==> src/rtl/rxq_pkg.sv <==
package rxq_pkg;

    // Per-cycle decisions of the queue controller.
    typedef struct packed {
        logic push;      // a byte is stored this cycle
        logic pop;       // the oldest byte is consumed this cycle
        logic overflow;  // store replaces the newest entry
        logic underflow; // read of an empty queue
    } q_evt_t;

    // How the level moves this cycle.
    typedef enum logic [1:0] {
        LV_HOLD  = 2'd0,
        LV_UP    = 2'd1,
        LV_DOWN  = 2'd2,
        LV_CLEAR = 2'd3
    } lvl_act_e;

    // Choose the level action from the decided events.
    function automatic lvl_act_e pick_lvl_act(input logic clear, input q_evt_t e);
        if (clear)
            return LV_CLEAR;
        else if (e.push && !e.overflow && !e.pop)
            return LV_UP;
        else if (e.pop && !e.push)
            return LV_DOWN;
        else
            return LV_HOLD;
    endfunction

endpackage

==> src/rtl/rxq_ctrl.sv <==
module rxq_ctrl
    import rxq_pkg::*;
#(
    parameter int DEPTH = 8,
    parameter int PTR_W = $clog2(DEPTH),
    parameter int LVL_W = $clog2(DEPTH + 1)
) (
    input  logic             clk,
    input  logic             rst,
    input  logic             q_en,
    input  logic             flush,
    input  logic             rx_stb,
    input  logic             rd_stb,
    output q_evt_t           evt,
    output logic [LVL_W-1:0] lvl_q,
    output logic [LVL_W-1:0] lvl_d,
    output logic [PTR_W-1:0] waddr,
    output logic [PTR_W-1:0] raddr
);

    localparam logic [LVL_W-1:0] FULL_LVL = LVL_W'(DEPTH);
    localparam logic [PTR_W-1:0] LAST_IDX = PTR_W'(DEPTH - 1);

    logic [PTR_W-1:0] wr_ptr, rd_ptr;
    logic [PTR_W-1:0] wr_ptr_inc, rd_ptr_inc, wr_ptr_dec;
    logic             active, is_empty, is_full, clear;
    lvl_act_e         act;

    assign active   = q_en && !flush;
    assign is_empty = (lvl_q == '0);
    assign is_full  = (lvl_q == FULL_LVL);
    assign clear    = flush || !q_en;

    assign wr_ptr_inc = (wr_ptr == LAST_IDX) ? '0 : wr_ptr + 1'b1;
    assign rd_ptr_inc = (rd_ptr == LAST_IDX) ? '0 : rd_ptr + 1'b1;
    assign wr_ptr_dec = (wr_ptr == '0) ? LAST_IDX : wr_ptr - 1'b1;

    always_comb begin
        evt           = '0;
        evt.pop       = active && rd_stb && !is_empty;
        evt.underflow = active && rd_stb && is_empty;
        evt.push      = active && rx_stb;
        evt.overflow  = active && rx_stb && is_full && !evt.pop;
    end

    assign act = pick_lvl_act(clear, evt);

    always_comb begin
        unique case (act)
            LV_UP:    lvl_d = lvl_q + 1'b1;
            LV_DOWN:  lvl_d = lvl_q - 1'b1;
            LV_CLEAR: lvl_d = '0;
            default:  lvl_d = lvl_q;
        endcase
    end

    // An overflowing byte goes to the slot written last.
    assign waddr = evt.overflow ? wr_ptr_dec : wr_ptr;
    assign raddr = rd_ptr;

    always_ff @(posedge clk) begin
        if (rst || clear) begin
            wr_ptr <= '0;
            rd_ptr <= '0;
            lvl_q  <= '0;
        end else begin
            lvl_q <= lvl_d;
            if (evt.push && !evt.overflow)
                wr_ptr <= wr_ptr_inc;
            if (evt.pop)
                rd_ptr <= rd_ptr_inc;
        end
    end


    level_bound_chk: assert property (@(posedge clk) disable iff (rst)
        lvl_q <= FULL_LVL);


    overflow_hold_chk: assert property (@(posedge clk) disable iff (rst)
        evt.overflow |=> lvl_q == FULL_LVL);


    flush_empty_chk: assert property (@(posedge clk) disable iff (rst)
        flush |=> lvl_q == '0);


    both_keep_chk: assert property (@(posedge clk) disable iff (rst)
        (evt.push && evt.pop) |=> lvl_q == $past(lvl_q));

endmodule

==> src/rtl/rxq_store.sv <==
module rxq_store #(
    parameter int DEPTH  = 8,
    parameter int DATA_W = 8,
    parameter int PTR_W  = $clog2(DEPTH)
) (
    input  logic              clk,
    input  logic              rst,
    input  logic              we,
    input  logic [PTR_W-1:0]  waddr,
    input  logic [DATA_W-1:0] wdata,
    input  logic [PTR_W-1:0]  raddr,
    output logic [DATA_W-1:0] rdata
);

    logic [DATA_W-1:0] slot [DEPTH];

    for (genvar i = 0; i < DEPTH; i++) begin : g_slot
        always_ff @(posedge clk) begin
            if (rst)
                slot[i] <= '0;
            else if (we && waddr == PTR_W'(i))
                slot[i] <= wdata;
        end
    end

    assign rdata = slot[raddr];

endmodule

==> src/rtl/rxq_irq.sv <==
module rxq_irq
    import rxq_pkg::*;
#(
    parameter int LVL_W = 4
) (
    input  logic             clk,
    input  logic             rst,
    input  logic             pace_act,
    input  logic             ovr_clr,
    input  q_evt_t           evt,
    input  logic [LVL_W-1:0] lvl_q,
    input  logic [LVL_W-1:0] lvl_d,
    output logic             rx_irq,
    output logic             err_irq,
    output logic             ovr_flag
);

    logic rx_fire, err_fire;

    // A byte landing in an empty queue, or a read that leaves data behind.
    assign rx_fire  = pace_act &&
                      ((evt.push && lvl_q == '0) || (evt.pop && lvl_d != '0));
    assign err_fire = evt.overflow || evt.underflow;

    always_ff @(posedge clk) begin
        if (rst) begin
            rx_irq   <= 1'b0;
            err_irq  <= 1'b0;
            ovr_flag <= 1'b0;
        end else begin
            rx_irq  <= rx_fire;
            err_irq <= err_fire;
            if (err_fire)
                ovr_flag <= 1'b1;
            else if (ovr_clr)
                ovr_flag <= 1'b0;
        end
    end


    no_irq_on_append_chk: assert property (@(posedge clk) disable iff (rst)
        (evt.push && !evt.pop && lvl_q != '0) |=> !rx_irq);


    underflow_err_chk: assert property (@(posedge clk) disable iff (rst)
        evt.underflow |=> (err_irq && ovr_flag));


    ovr_sticky_chk: assert property (@(posedge clk) disable iff (rst)
        (ovr_flag && !ovr_clr) |=> ovr_flag);


    pace_off_quiet_chk: assert property (@(posedge clk) disable iff (rst)
        !pace_act |=> !rx_irq);

endmodule

==> src/rtl/rxq_fifo.sv <==
module rxq_fifo
    import rxq_pkg::*;
#(
    parameter int DEPTH  = 8,
    parameter int DATA_W = 8,
    parameter int LVL_W  = $clog2(DEPTH + 1)
) (
    input  logic              clk,
    input  logic              rst,
    input  logic              q_en,
    input  logic              pace_en,
    input  logic              flush,
    input  logic              ovr_clr,
    input  logic              rx_stb,
    input  logic [DATA_W-1:0] rx_byte,
    input  logic              rd_stb,
    output logic [DATA_W-1:0] rd_data,
    output logic [LVL_W-1:0]  level,
    output logic              rx_irq,
    output logic              err_irq,
    output logic              ovr_flag
);

    localparam int PTR_W = $clog2(DEPTH);

    q_evt_t            evt;
    logic [LVL_W-1:0]  lvl_q, lvl_d;
    logic [PTR_W-1:0]  waddr, raddr;
    logic [DATA_W-1:0] head;

    rxq_ctrl #(.DEPTH(DEPTH), .PTR_W(PTR_W), .LVL_W(LVL_W)) u_ctrl (
        .clk    (clk),
        .rst    (rst),
        .q_en   (q_en),
        .flush  (flush),
        .rx_stb (rx_stb),
        .rd_stb (rd_stb),
        .evt    (evt),
        .lvl_q  (lvl_q),
        .lvl_d  (lvl_d),
        .waddr  (waddr),
        .raddr  (raddr)
    );

    rxq_store #(.DEPTH(DEPTH), .DATA_W(DATA_W), .PTR_W(PTR_W)) u_store (
        .clk   (clk),
        .rst   (rst),
        .we    (evt.push),
        .waddr (waddr),
        .wdata (rx_byte),
        .raddr (raddr),
        .rdata (head)
    );

    rxq_irq #(.LVL_W(LVL_W)) u_irq (
        .clk      (clk),
        .rst      (rst),
        .pace_act (q_en && pace_en),
        .ovr_clr  (ovr_clr),
        .evt      (evt),
        .lvl_q    (lvl_q),
        .lvl_d    (lvl_d),
        .rx_irq   (rx_irq),
        .err_irq  (err_irq),
        .ovr_flag (ovr_flag)
    );

    assign level   = lvl_q;
    assign rd_data = (lvl_q != '0) ? head : '0;


    empty_reads_zero_chk: assert property (@(posedge clk) disable iff (rst)
        (level == '0) |-> (rd_data == '0));

endmodule

==> config.mk <==
export PLATFORM = sky130hd
export DESIGN_NAME = rxq_fifo
export DESIGN_NICKNAME = d
export VERILOG_FILES = /design/src/rtl/rxq_pkg.sv /design/src/rtl/rxq_ctrl.sv /design/src/rtl/rxq_store.sv /design/src/rtl/rxq_irq.sv /design/src/rtl/rxq_fifo.sv
export SDC_FILE = /design/constraint.sdc
export NUM_CORES = 1
export LEC_CHECK = 0
export BUFFER_PORTS_ARGS = -buffer_cell sky130_fd_sc_hd__buf_4
export CAP_MARGIN = 10
export CORE_MARGIN = 5
export CORE_UTILIZATION = 35
export DETAILED_ROUTE_END_ITERATION = 12
export GPL_TIMING_DRIVEN = 0
export PLACE_DENSITY = 0.53
export SLEW_MARGIN = 30
export SYNTH_ARGS = -nofsm -noshare
export SYNTH_HDL_FRONTEND = slang
export SYNTH_HIERARCHICAL = 1
export SYNTH_SLANG_ARGS = --single-unit
==> constraint.sdc <==
create_clock -name clk -period 3.3 [get_ports clk]
set_input_delay 0.33 -clock clk [delete_from_list [all_inputs] [get_ports clk]]
set_output_delay 0.33 -clock clk [all_outputs]
set_load 0.01 [all_outputs]
==> Word level (Yosys, flattened, before mapping) <==
Memories as Yosys holds them, arrays and structs flattened. A register that Yosys moved wholly into a read port is not among the register bits.
Index checks and enable logic that the tools add are counted.
{ "totals": {"reg_bits": 13, "ramBits": 64, "in_bits": 16, "out_inout_bits": 15, "mem_count": 1} }
{ "op_classes": {"mux": 47, "reduce_logical": 38, "n_bitwise": 8, "add_sub_neg": 5, "eq_ne": 13} }
{ "mem_list": {"columns": ["memory", "depth", "word_bits", "read_ports", "rd_clocked_by_memory_dff", "wr", "line_no", "rtl"], "rows": [
  ["u_store.slot", 8, 8, 1, 1, 8, "rxq_store.sv:15", "logic [DATA_W-1:0] slot [DEPTH];"]
]} }
{ "op_table": {"columns": ["cell", "n"], "rows": [
  ["$mux W8", 9],
  ["$mux W1", 28],
  ["$logic_and A1 B1 Y1", 22],
  ["$eq A3 B3 Y1 const B", 6],
  ["$mux W3", 6],
  ["$pmux W4 S3", 1],
  ["$or A1 B1 Y1", 8],
  ["$reduce_bool A4 Y1", 2],
  ["$add A3 B1 Y3 const B", 2],
  ["$eq A3 B2 Y1 const B", 2],
  ["$logic_not A1 Y1", 6],
  ["$logic_not A3 Y1", 2],
  ["$mux W2", 3],
  ["$add A4 B1 Y4 const B", 1],
  ["$eq A2 B2 Y1 const B", 2],
  ["$eq A4 B4 Y1 const B", 1],
  ["$logic_not A4 Y1", 1],
  ["$logic_or A1 B1 Y1", 4],
  ["$sub A4 B1 Y4 const B", 1],
  ["$eq A3 B1 Y1 const B", 1],
  ["$sub A3 B1 Y3 const B", 1],
  ["$eq A2 B1 Y1 const B", 1],
  ["$reduce_bool A2 Y1", 1]
]} }

==> Depth between registers and ports, before layout <==
{ "logic_depth": {"depth_word": 17, "depth_mapped": 11, "ltp_nobuf": 11} }

==> Hierarchy <==
The synthesis kept the hierarchy.
{ "by_module_without_submodules": {"columns": ["mod", "instances", "area_per_inst_um2", "cells_per_inst"], "rows": [
  ["rxq_store", 1, 2987.9, 195],
  ["rxq_ctrl", 1, 719.4, 83],
  ["rxq_fifo", 1, 126.4, 13],
  ["rxq_irq", 1, 117.6, 12]
]} }

==> Least setup slack after synthesis <==
No wires, ideal clock.
{ "synth_timing": {"path_kind": "register to register", "from": "reg u_ctrl.lvl_q[0]", "to": "mem u_store.slot[2][0] (enable)", "arrival_time_ns": 2.376, "setup_time_ns": 0.375, "stages_incl_launch_ff": 9, "period_less_slack_ns": 2.750, "setup_slack_ns": 0.550, "cell_sequence": "dfxtp_1 nor3_1 nand4_1 nand2_1 o21ai_0 or2_2 clkbuf_1 clkbuf_1 o21bai_1"} }
{ "synth_rtl": {"columns": ["element", "line_no", "rtl"], "rows": [
  ["from (decl)", "rxq_ctrl.sv:15", "output logic [LVL_W-1:0] lvl_q,"],
  ["from (signal assigned)", "rxq_ctrl.sv:67", "lvl_q <= lvl_d;"],
  ["to (decl)", "rxq_store.sv:15", null]
]} }

==> impl_metrics.json <==
{
  "status": "complete, no violations",
  "wl_per_cell_um": 19.10,
  "routed_via_density": 5.365,
  "gr-total-overflow": 0,
  "final_net_count": 372,
  "min_path_type": "primary input to register",
  "worstSetupPathType": "register to register",
  "vias": 2629,
  "p_per_area_mw_per_mm2": 458.7,
  "crit_chain": "nor2b_1, nand4_1, a21oi_1, nand2b_1, clkbuf_1, buf_2, o21bai_2",
  "cp-end-kind": "register",
  "dp_hpwl_mm": 6.445,
  "std_cell_rows": 38,
  "netlist.area_leader.share_pct": 48.64,
  "drc": 0,
  "cts_tree": "built",
  "fmax_mhz": 335.4,
  "max_stage_delay_ns": 0.51,
  "arrival_ns": 2.94,
  "path_buf_inv": 2,
  "synth-edff-count": 64,
  "finalSetupViolations": 0,
  "synth_top_area_cell": "edfxtp_1",
  "synth_ff_type": "edfxtp_1",
  "ys_ff_latch": 77,
  "avgSynthCellArea_um2": 13.04,
  "antenna_found_initial": 0,
  "netlist-cell-type-count": 41,
  "dieArea_mm2": 0.01351,
  "critPathLaunchType": "register",
  "worstPathMaxFanout": 10,
  "clk_pin_slew_ns": 0.06,
  "portBuffers": 30,
  "dp.cells": 473,
  "r2r_start": "u_ctrl/lvl_q[3]",
  "hold_viol_final": 0,
  "slew_violations": 0,
  "place.gp.congestion": 0.7671,
  "cts-root-buf": "clkbuf_16",
  "grt_pass1_vias": 2643,
  "die_h_um": 116.3,
  "core_mm2": 0.01094,
  "cts_sinks": 77,
  "antenna_cells": 0,
  "drv_cap": 0,
  "ir_worst_vdd_mv": 0.2817,
  "ys_warn_count": 6,
  "worstPathRequired_ns": 3.26,
  "grt_usage_pct": 14.75,
  "yosysMostFrequentCell": "nor3_1",
  "startpoint": "u_ctrl/lvl_q[3]",
  "ys_top_cells_by_area": "edfxtp_1 49%, mux4_1 10%, nor3_1 8.5%",
  "skew_ns": 0.004346,
  "dieWidth_um": 116.3,
  "grt_setup_unrepaired": "no",
  "drt_iter0_drc": 162,
  "synth.top_cells.by_count": "67 x nor3_1, 64 x edfxtp_1, 15 x mux4_1",
  "synth_area_mm2": 0.003951,
  "clk_path_buf_depth": 2,
  "holdBufCountCts": 0,
  "relSlewSlack_pct": 53.77,
  "ioPinCount": 31,
  "insertion_delay_ns": 0.33,
  "async_flop_share_pct": 0,
  "dr.pass1.iters": 4,
  "cts_buffers": 9,
  "start_util_pct": 36.13,
  "power_uw": 2179,
  "yosysSeqAreaShare_pct": 55.22,
  "cp_top_family": "compound AO/OA/AOI/OAI gates",
  "area_growth_pct": 20.23,
  "stdcell_count": 490,
  "htree_levels": 3,
  "synth_fp_nets": 330,
  "leakage_uw": 0.001703,
  "post-route-period-util_pct": 90.34,
  "drive_above_1_share_pct": 23.43,
  "syn_inst": 303,
  "fin_crit_ns": 2.981,
  "grt_max_degree": 16,
  "slowest_stage": "dfxtp_1",
  "grt_pass1_wl_mm": 14.69,
  "tightest_slew_ns": 0.6934,
  "detail-route-antenna-nets": 0,
  "hp-start": "ovr_clr",
  "routed_wirelength_mm": 9.361
}
[power breakdown]
part	leakage, uW	internal, uW	switching (uW)
clock network	0.000135	580	376
logic	0.000802	60.1	74.6
registers	0.000767	1080	8.57
total	0.00170	1720	460
[cell usage in the layout, fill, tap and decap left out, drive strengths merged, types with 3 or more instances in the layout]
cell type / Yosys / layout
mux4: 16 / 16
edfxtp: 64 / 64
nand3b: 3 / 3
clkinvlp: 0 / 3
dfxtp: 13 / 13
o21bai: 8 / 8
clkbuf: 12 / 20
inv: 7 / 7
nor3: 67 / 67
mux2i: 4 / 4
clkinv: 8 / 11
nor2: 11 / 11
mux2: 9 / 9
nand2: 7 / 7
nor2b: 5 / 5
o21ai: 4 / 4
nand2b: 7 / 7
a21oi: 5 / 5
buf: 12 / 44
o41a: 8 / 8
ha: 10 / 10
[state kept, by name (all words and copies together) (netlist names)]
signal,cells
u_store/slot,64
u_ctrl/wr_ptr,3
u_ctrl/lvl_q,4
u_irq/rx_irq,1
u_ctrl/raddr,3
u_irq/err_irq,1
u_irq/ovr_flag,1
[per-stage QoR]
stage / setup WS (ns) / cell area (um^2) / utilization, % / hold slack, ns / setup TNS [ns]
2_1_floorplan: 0.5498 / 3951 / - / 0.3991 / 0
3_3_place_gp: -0.3559 / 4352 / 39.79 / 0.4715 / -13.73
3_5_place_dp: -0.3949 / 4352 / 39.79 / 0.4647 / -15.64
4_1_cts: -0.1596 / 4684 / 42.84 / 0.2503 / -2.427
5_1_grt: 0.004063 / 4751 / 43.44 / 0.2827 / 0
6_report: 0.3187 / 4751 / 43.44 / 0.2669 / 0
[area by class of cell]
type                    instances  area (um^2)
plain buffers                  23        133.9
clock buffers                   9        225.2
clock inverters                 7        66.31
fillers                      1036         6185
inverters                      15        56.30
multi-input cells             187         1659
flip-flops and latches         77         2182
well taps                     140        175.2
repair buffers                 32        252.7
[worst paths after layout]
path,end,slack [ns],cells after the start
setup reg to reg,u_store/slot[1][7],0.32,7
setup / recovery,u_store/slot[1][7],0.32,7
hold reg to reg,u_irq/ovr_flag,0.49,2
hold / removal,u_irq/ovr_flag,0.27,3
[timing repair]
action                                  4_1_cts  5_1_grt
gates resized for setup                      11        8
endpoints found under the hold margin         0        0
pin swaps                                     0        2
endpoints found under the setup margin       64       73
buffers inserted                              0        2
[tightest hold or removal path, stage by stage]
cell      delay, ns
buf_4          0.07
nand2b_1       0.08
a21oi_1        0.06
[metal layers]
metal,routed length [um],part of all wire [%],track usage (%),up-vias
met5,0,0,0,-
met1,4153,44,20.19,1271
li1,-,-,-,1277
met2,4647,50,23.68,74
met3,475,5.1,2.332,7
met4,85,0.91,5.568,0
[kinds of logic (layout without fill, tap and decap cells)]
group	count (synthesis)	after routing	share of synthesized area, %
xor+xnor	1	1	0.2217
buf+inv	39	86	4.813
mux	29	29	14.12
fa+ha+maj	11	11	3.673
flops	77	77	55.22
compound gates	33	33	6.967
simple gates	113	113	14.98
Note: power is estimated with default switching activity, not from simulation.
